**src/rtl/sra_pkg.sv**
```systemverilog
package sra_pkg;
    localparam int DATA_W  = 64;
    localparam int CLASS_W = 6;

    typedef enum logic [1:0] {
        OUT_GRANT   = 2'd0,
        OUT_UNDEF   = 2'd1,
        OUT_TRAP_L2 = 2'd2,
        OUT_TRAP_L3 = 2'd3
    } outcome_e;

    localparam logic [DATA_W-1:0]  KEEP_MASK  = 64'h001F_0000_001F_001F;
    localparam logic [CLASS_W-1:0] TRAP_CLASS = 6'h18;

    typedef struct packed {
        logic feat;
        logic l3;
        logic fgt;
        logic l2en;
        logic fgt_en;
        logic fg_rd;
        logic fg_wr;
        logic coarse;
        logic buf_trap;
        logic sd_undef;
        logic sd_prio;
    } ctl_t;

    typedef struct packed {
        outcome_e            outcome;
        logic [CLASS_W-1:0]  cls;
    } verdict_t;

    function automatic logic is_trap(outcome_e o);
        return (o == OUT_TRAP_L2) || (o == OUT_TRAP_L3);
    endfunction
endpackage

```
**src/rtl/sra_match.sv**
```systemverilog
module sra_match #(
    parameter logic [1:0] OP0 = 2'b11,
    parameter logic [2:0] OP1 = 3'b000,
    parameter logic [3:0] CRN = 4'b1001,
    parameter logic [3:0] CRM = 4'b1001,
    parameter logic [2:0] OP2 = 3'b100
) (
    input  logic [1:0] op0,
    input  logic [2:0] op1,
    input  logic [3:0] crn,
    input  logic [3:0] crm,
    input  logic [2:0] op2,
    output logic       hit
);
    assign hit = (op0 == OP0) && (op1 == OP1) && (crn == CRN) &&
                 (crm == CRM) && (op2 == OP2);
endmodule

```
**src/rtl/sra_decide.sv**
```systemverilog
module sra_decide
    import sra_pkg::*;
(
    input  logic [1:0] level,
    input  logic       write,
    input  ctl_t       ctl,
    output verdict_t   verdict
);
    logic prio_undef, l3_cond, fg_bit, fg_fire, coarse_fire;
    outcome_e l3_result, res;

    always_comb begin
        prio_undef  = ctl.l3 && ctl.sd_prio && ctl.buf_trap;
        l3_cond     = ctl.l3 && ctl.buf_trap;
        fg_bit      = write ? ctl.fg_wr : ctl.fg_rd;
        fg_fire     = ctl.l2en && ctl.fgt && (!ctl.l3 || ctl.fgt_en) && fg_bit;
        coarse_fire = ctl.l2en && ctl.coarse;
        l3_result   = ctl.sd_undef ? OUT_UNDEF : OUT_TRAP_L3;

        res = OUT_GRANT;
        if (!ctl.feat) begin
            res = OUT_UNDEF;
        end else begin
            unique case (level)
                2'd0: res = OUT_UNDEF;
                2'd1: begin
                    if (prio_undef)       res = OUT_UNDEF;
                    else if (fg_fire)     res = OUT_TRAP_L2;
                    else if (coarse_fire) res = OUT_TRAP_L2;
                    else if (l3_cond)     res = l3_result;
                    else                  res = OUT_GRANT;
                end
                2'd2: begin
                    if (prio_undef)       res = OUT_UNDEF;
                    else if (l3_cond)     res = l3_result;
                    else                  res = OUT_GRANT;
                end
                default: res = OUT_GRANT;
            endcase
        end
        verdict.outcome = res;
        verdict.cls     = is_trap(res) ? TRAP_CLASS : '0;
    end
endmodule

```
**src/rtl/sra_store.sv**
```systemverilog
module sra_store #(
    parameter int               W    = 64,
    parameter logic [W-1:0]     MASK = '1
) (
    input  logic         clk,
    input  logic         rst,
    input  logic         wr_en,
    input  logic [W-1:0] wdata,
    output logic [W-1:0] q
);
    for (genvar i = 0; i < W; i++) begin : g_bit
        if (MASK[i]) begin : g_live
            always_ff @(posedge clk) begin
                if (rst)        q[i] <= 1'b0;
                else if (wr_en) q[i] <= wdata[i];
            end
        end else begin : g_tied
            assign q[i] = 1'b0;
        end
    end
endmodule

```
**src/rtl/sysreg_access_gate.sv**
```systemverilog
module sysreg_access_gate
    import sra_pkg::*;
(
    input  logic                clk,
    input  logic                rst,
    input  logic                req_valid,
    input  logic                req_write,
    input  logic [1:0]          req_level,
    input  logic [1:0]          req_op0,
    input  logic [2:0]          req_op1,
    input  logic [3:0]          req_crn,
    input  logic [3:0]          req_crm,
    input  logic [2:0]          req_op2,
    input  logic [DATA_W-1:0]   req_wdata,
    input  logic                feat_present,
    input  logic                l3_present,
    input  logic                fgt_present,
    input  logic                l2_enabled,
    input  logic                fgt_enable,
    input  logic                fg_read_trap,
    input  logic                fg_write_trap,
    input  logic                coarse_trap,
    input  logic                l3_buf_trap,
    input  logic                sd_undef,
    input  logic                sd_undef_prio,
    output logic                rsp_valid,
    output logic [1:0]          rsp_outcome,
    output logic [CLASS_W-1:0]  rsp_class,
    output logic [DATA_W-1:0]   rsp_rdata,
    output logic [DATA_W-1:0]   reg_value
);
    logic     hit, take, grant;
    ctl_t     ctl;
    verdict_t verdict;

    assign ctl = '{feat: feat_present, l3: l3_present, fgt: fgt_present,
                   l2en: l2_enabled, fgt_en: fgt_enable, fg_rd: fg_read_trap,
                   fg_wr: fg_write_trap, coarse: coarse_trap,
                   buf_trap: l3_buf_trap, sd_undef: sd_undef,
                   sd_prio: sd_undef_prio};

    sra_match u_match (
        .op0(req_op0), .op1(req_op1), .crn(req_crn),
        .crm(req_crm), .op2(req_op2), .hit(hit)
    );

    sra_decide u_decide (
        .level(req_level), .write(req_write), .ctl(ctl), .verdict(verdict)
    );

    assign take  = req_valid && hit;
    assign grant = take && (verdict.outcome == OUT_GRANT);

    sra_store #(.W(DATA_W), .MASK(KEEP_MASK)) u_store (
        .clk(clk), .rst(rst), .wr_en(grant && req_write),
        .wdata(req_wdata), .q(reg_value)
    );

    always_ff @(posedge clk) begin
        if (rst) begin
            rsp_valid   <= 1'b0;
            rsp_outcome <= OUT_GRANT;
            rsp_class   <= '0;
            rsp_rdata   <= '0;
        end else begin
            rsp_valid   <= take;
            rsp_outcome <= take ? verdict.outcome : OUT_GRANT;
            rsp_class   <= take ? verdict.cls : '0;
            rsp_rdata   <= (grant && !req_write) ? reg_value : '0;
        end
    end
endmodule

```
**config.mk**
```make
export PLATFORM = sky130hd
export DESIGN_NAME = sysreg_access_gate
export DESIGN_NICKNAME = d
export VERILOG_FILES = /design/src/rtl/sra_pkg.sv /design/src/rtl/sra_match.sv /design/src/rtl/sra_decide.sv /design/src/rtl/sra_store.sv /design/src/rtl/sysreg_access_gate.sv
export SDC_FILE = /design/constraint.sdc
export NUM_CORES = 1
export LEC_CHECK = 0
export ABC_AREA = 1
export ABC_CLOCK_PERIOD_IN_PS = 1460
export BUFFER_PORTS_ARGS = -buffer_cell sky130_fd_sc_hd__buf_2
export CORE_UTILIZATION = 39
export CTS_CLUSTER_SIZE = 25
export DETAILED_ROUTE_END_ITERATION = 10
export HOLD_SLACK_MARGIN = 0.05
export PLACE_DENSITY = 0.76
export SLEW_MARGIN = 25
export SYNTH_ARGS = -nofsm -noshare
export SYNTH_HDL_FRONTEND = slang
export SYNTH_HIERARCHICAL = 1
export SYNTH_SLANG_ARGS = --single-unit
export TNS_END_PERCENT = 10
```
**constraint.sdc**
```tcl
create_clock -name clk -period 1.46 [get_ports clk]
set_input_delay 0.292 -clock clk [delete_from_list [all_inputs] [get_ports clk]]
set_output_delay 0.292 -clock clk [all_outputs]
set_load 0.05 [all_outputs]
```
Yosys cells after proc, flatten, opt, wreduce, memory -nomap -nowiden

Index checks and enable logic that the tools add are counted.
Widths: inputs -> output; s select.

Bits in registers: 88
Output and inout port bits: 137

Reduce and logical (&&, ||, !) cells: 24
Bitwise operators: 2
Equal/unequal tests: 8
Muxes and demuxes: 10

Operators by type and width:

| kind               | number |
|---|---|
| $logic_and 1x1->1  | 15 |
| $mux 2             | 7 |
| $eq 2x2->1 const B | 4 |
| $eq 4x4->1 const B | 2 |
| $pmux 2 s3         | 1 |
| $mux 5             | 1 |
| $logic_not 2->1    | 2 |
| $reduce_or 2->1    | 2 |
| $eq 3x3->1 const B | 1 |
| $logic_not 3->1    | 1 |
| $eq 2x1->1 const B | 1 |
| $logic_not 1->1    | 2 |
| $logic_or 1x1->1   | 2 |
| $not 1->1          | 2 |
| $mux 1             | 1 |

Depth between registers and ports, before layout

Word-level depth: 13
Mapped depth: 14

Hierarchy

The synthesis kept the hierarchy.

By module, submodules not included:

| module             | sequential area each (sq um) | area each (sq um) | cells each | times used |
|---|---|---|---|---|
| sysreg_access_gate | 1,461.4                      | 2,588.7           | 238        | 1 |
| sra_store          | 300.3                        | 1,006.0           | 145        | 1 |
| sra_decide         | 0.0                          | 166.4             | 33         | 1 |
| sra_match          | 0.0                          | 90.1              | 24         | 1 |

Least setup slack after synthesis

No wires, ideal clock.

Path type: input to register
Start point: input fg_read_trap
End point: register u_store.q[2]
Cell stages on the path: 14
Path buffers: 1
Data arrival time: 1.468 ns
Setup slack: -0.124 ns
Library setup time: 0.116 ns
Cell sequence: inv_1 o21ai_0 nand2_1 nand2_1 nand2_1 nand2_1 nand2_1 nor2_2 nand3_1 nor2_1 buf_6 nand2_1 nand2_1 nor2_2

RTL lines:

| element                        | RTL line                 | text |
|---|---|---|
| start: declaration             | sysreg_access_gate.sv:20 | `input logic fg_read_trap,` |
| end signal: indexed assignment | sra_store.sv:15          | `else if (wr_en) q[i] <= wdata[i];` |
| end: declaration               | sra_store.sv:9           | `output logic [W-1:0] q` |

==> impl_metrics.csv <==
group,metric,value,unit
status,status,"completed",
cells_and_area,final_util,0.511,
worst_setup_path,cp-end-kind,"register",
floorplan,coreArea,9420,um2
clock_tree,cts_buffer_depth,2,
placement,gp_congestion,0.729,
floorplan,start_util,0.409,
placement,port_buffers,135,
worst_setup_path,start_kind,"input pin",
power,ir_drop,0.000437,V
clock_tree,htreeDepth,3,
placement,hpwlAfterDp,5650,um
clock_tree,cts_sinks,88,
clock_tree,clock_latency,0.35,ns
flow_run,cap_violations,0,
worst_setup_path,crit_top_cell,"nand2_1",
drt,wl_per_cell,10.7,um
worst_setup_path,cpPeakStageDelay,0.25,ns
timing,grt_setup_unrepaired,"true",
cells_and_area,final_nets,682,
worst_setup_path,worstPathRequired,1.71,ns
floorplan,rows,35,
grt,grt_pass1_vias,2694,
grt,grt_pass1_wl,11800,um
synthesis,ys_seq_elements,88,
cells_and_area,diodes,0,
drt,first_pass_iters,4,
grt,gr-total-overflow,0,
cells_and_area,nFillCells,908,
drt,ant_nets,0,
cells_and_area,regArea,1760,um2
synthesis,ys.flop_type,"dfxtp_1",
cells_and_area,instances_no_fill,719,
power,p_per_area,947,nW/um2
worst_hold_path,hold_class,"in -> reg",
cells_and_area,area_growth_syn_to_layout,25.0,%
timing,slew_violations,0,
floorplan,die_w,101,um
drt,vias,2867,
grt,grt_start_max_net_pins,31,
timing,layout_min_cycle_time,1.43,ns
clock_tree,root_buffer,"clkbuf_8",
cells_and_area,drive_gt1_frac,0.436,
synthesis,synth.avg_cell_area,8.75,um2
worst_setup_path,cp_slowest_cell,"nor2_4",
synthesis,synth_cell_types,21,
drt,drc,0,
synthesis,yosysWarningCount,6,
synthesis,synthCells,440,
power,leakagePower,0.00221,uW
cells_and_area,multi_input_area,1350,um2
drt,routed_wl,7730,um
timing,hold_viol_final,0,
worst_setup_path,worstPathMaxFanout,7,
floorplan,pin_count,234,
floorplan,die_h,101,um
drt,drt_iter0_markers,32,
worst_setup_path,cp_cell_sequence,"buf_2 -> nand2_2 -> nand2_1 -> a21boi_0 -> nand2_2 -> nor2_4 -> nand3_2 -> nor2_4 -> clkbuf_16 -> nand2_1 -> nand2_1 -> nor2_1",
synthesis,ys_seq_area_frac,0.457,
worst_setup_path,critPathKind,"in -> reg",
drt,vias_per_cell,3.99,
grt,antenna_found_initial,0,
synthesis,synth-async-reset-ratio,0,
timing,fin_skew,0.00797,ns
placement,dp.cells,699,
grt,groute.usage.overall,0.148,
worst_setup_path,rrSetupSlack,0.79,ns
timing,period_share,0.983,
worst_setup_path,cp_data_arrival_time,1.68,ns
clock_tree,numCtsBuffers,9,
clock_tree,cts_tree,"yes",
floorplan,dieArea,10300,um2
synthesis,syn-cell-area,3850,um2
timing,timing.fmax,697,MHz
timing,setup_violations,0,
clock_tree,clk_pin_slew,0.09,ns
synthesis,synth_edf_count,0,
==> power by group <==
group	switching (uW)	leakage, uW	internal [uW]	total [uW]
sequential	0.00123	0.000708	2400	2400
clock	888	0.0000941	687	1570
combinational	457	0.00141	128	585
total	1340	0.00221	3210	4560
==> cell usage after synthesis (2+ instances only) <==
cell / n / area share
nor2_2: 4 / 0.0065
conb_1: 2 / 0.0020
nand2_1: 51 / 0.050
nor3_1: 3 / 0.0039
buf_4: 55 / 0.11
a21oi_1: 3 / 0.0039
nor2_1: 43 / 0.042
nor3_2: 61 / 0.16
nand3_1: 2 / 0.0026
inv_1: 103 / 0.10
dfxtp_1: 88 / 0.46
buf_6: 16 / 0.047
==> critical path, delay by kind of cell <==
family                 cells  cell delay (ns)
buffers and inverters      2             0.32
and+or+nand+nor            9             0.87
AOI/OAI and AO/OA          1             0.21
==> cell usage in the layout (no fill, tap or decap), types with 3 or more instances in the layout <==
master | synthesis | final
buf_2 | 0 | 129
buf_4 | 55 | 11
nand2_2 | 1 | 8
clkbuf_8 | 0 | 10
nor2_2 | 4 | 5
inv_6 | 0 | 4
dfxtp_1 | 88 | 88
nand2_1 | 51 | 43
nor2_1 | 43 | 40
inv_1 | 103 | 100
nor3_2 | 61 | 61
buf_6 | 16 | 6
nor3_1 | 3 | 3
conb_1 | 2 | 53
inv_2 | 1 | 4
buf_12 | 0 | 5
==> flip-flops by register name (all words and copies together) (netlist names) <==
signal,count
rsp_rdata,64
u_store/q,15
rsp_class,6
rsp_outcome,2
rsp_valid,1
==> path summary, 6_finish.rpt <==
| path | startpoint | depth (start not counted) | to |
|---|---|---|---|
| worst max-delay path | l3_buf_trap | 12 | u_store/q[19]$_SDFFE_PP0P_ |
| worst min-delay path | req_wdata[17] | 5 | u_store/q[17]$_SDFFE_PP0P_ |
| worst max register to register | u_store/q[48]$_SDFFE_PP0P_ | 2 | rsp_rdata[48]$_SDFF_PP0_ |
| worst min register to register | u_store/q[16]$_SDFFE_PP0P_ | 2 | rsp_rdata[16]$_SDFF_PP0_ |
==> layer usage <==
layer,track usage,part of all wire,up-vias
met2,0.266,0.52,116
met4,0.0635,0.012,0
li1,-,-,1473
met5,0,0,-
met1,0.153,0.40,1268
met3,0.0559,0.074,10
==> repair_timing <==
action / 4_1_cts / 5_1_grt
endpoints found under the setup margin: 0 / 15
hold buffers: 0 / 0
setup buffers: 0 / 1
gates resized for setup: 0 / 30
==> kinds of logic after synthesis <==
kind of cell	share of synthesized area
flops	0.457
buf+inv	0.255
simple gates	0.274
compound gates	0.0114
other cells	0.00195
==> through the flow <==
stage | hold slack, ns | instance area [um2] | TNS [ns] | total power (uW) | setup WS (ns)
6_report | 0.222 | 4810 | 0 | 4560 | 0.0252
5_1_grt | 0.223 | 4810 | -0.654 | 4780 | -0.0600
3_5_place_dp | 0.454 | 4460 | -5.45 | 3000 | -0.252
4_1_cts | 0.198 | 4650 | 0 | 4580 | 0.110
2_1_floorplan | 0.456 | 4050 | -0.709 | 3010 | -0.0583
3_3_place_gp | 0.448 | 4460 | -4.76 | 2990 | -0.225
==> cell type report <==
| class | instances | area share |
|---|---|---|
| timing repair buffer | 154 | 0.200 |
| multi-input combinational | 228 | 0.281 |
| sequential | 88 | 0.366 |
| inverter | 104 | 0.0811 |
| clock buffer | 10 | 0.0286 |
| clock inverter | 6 | 0.00988 |
| tap | 129 | 0.0335 |
(Power assumes the default switching activity.)
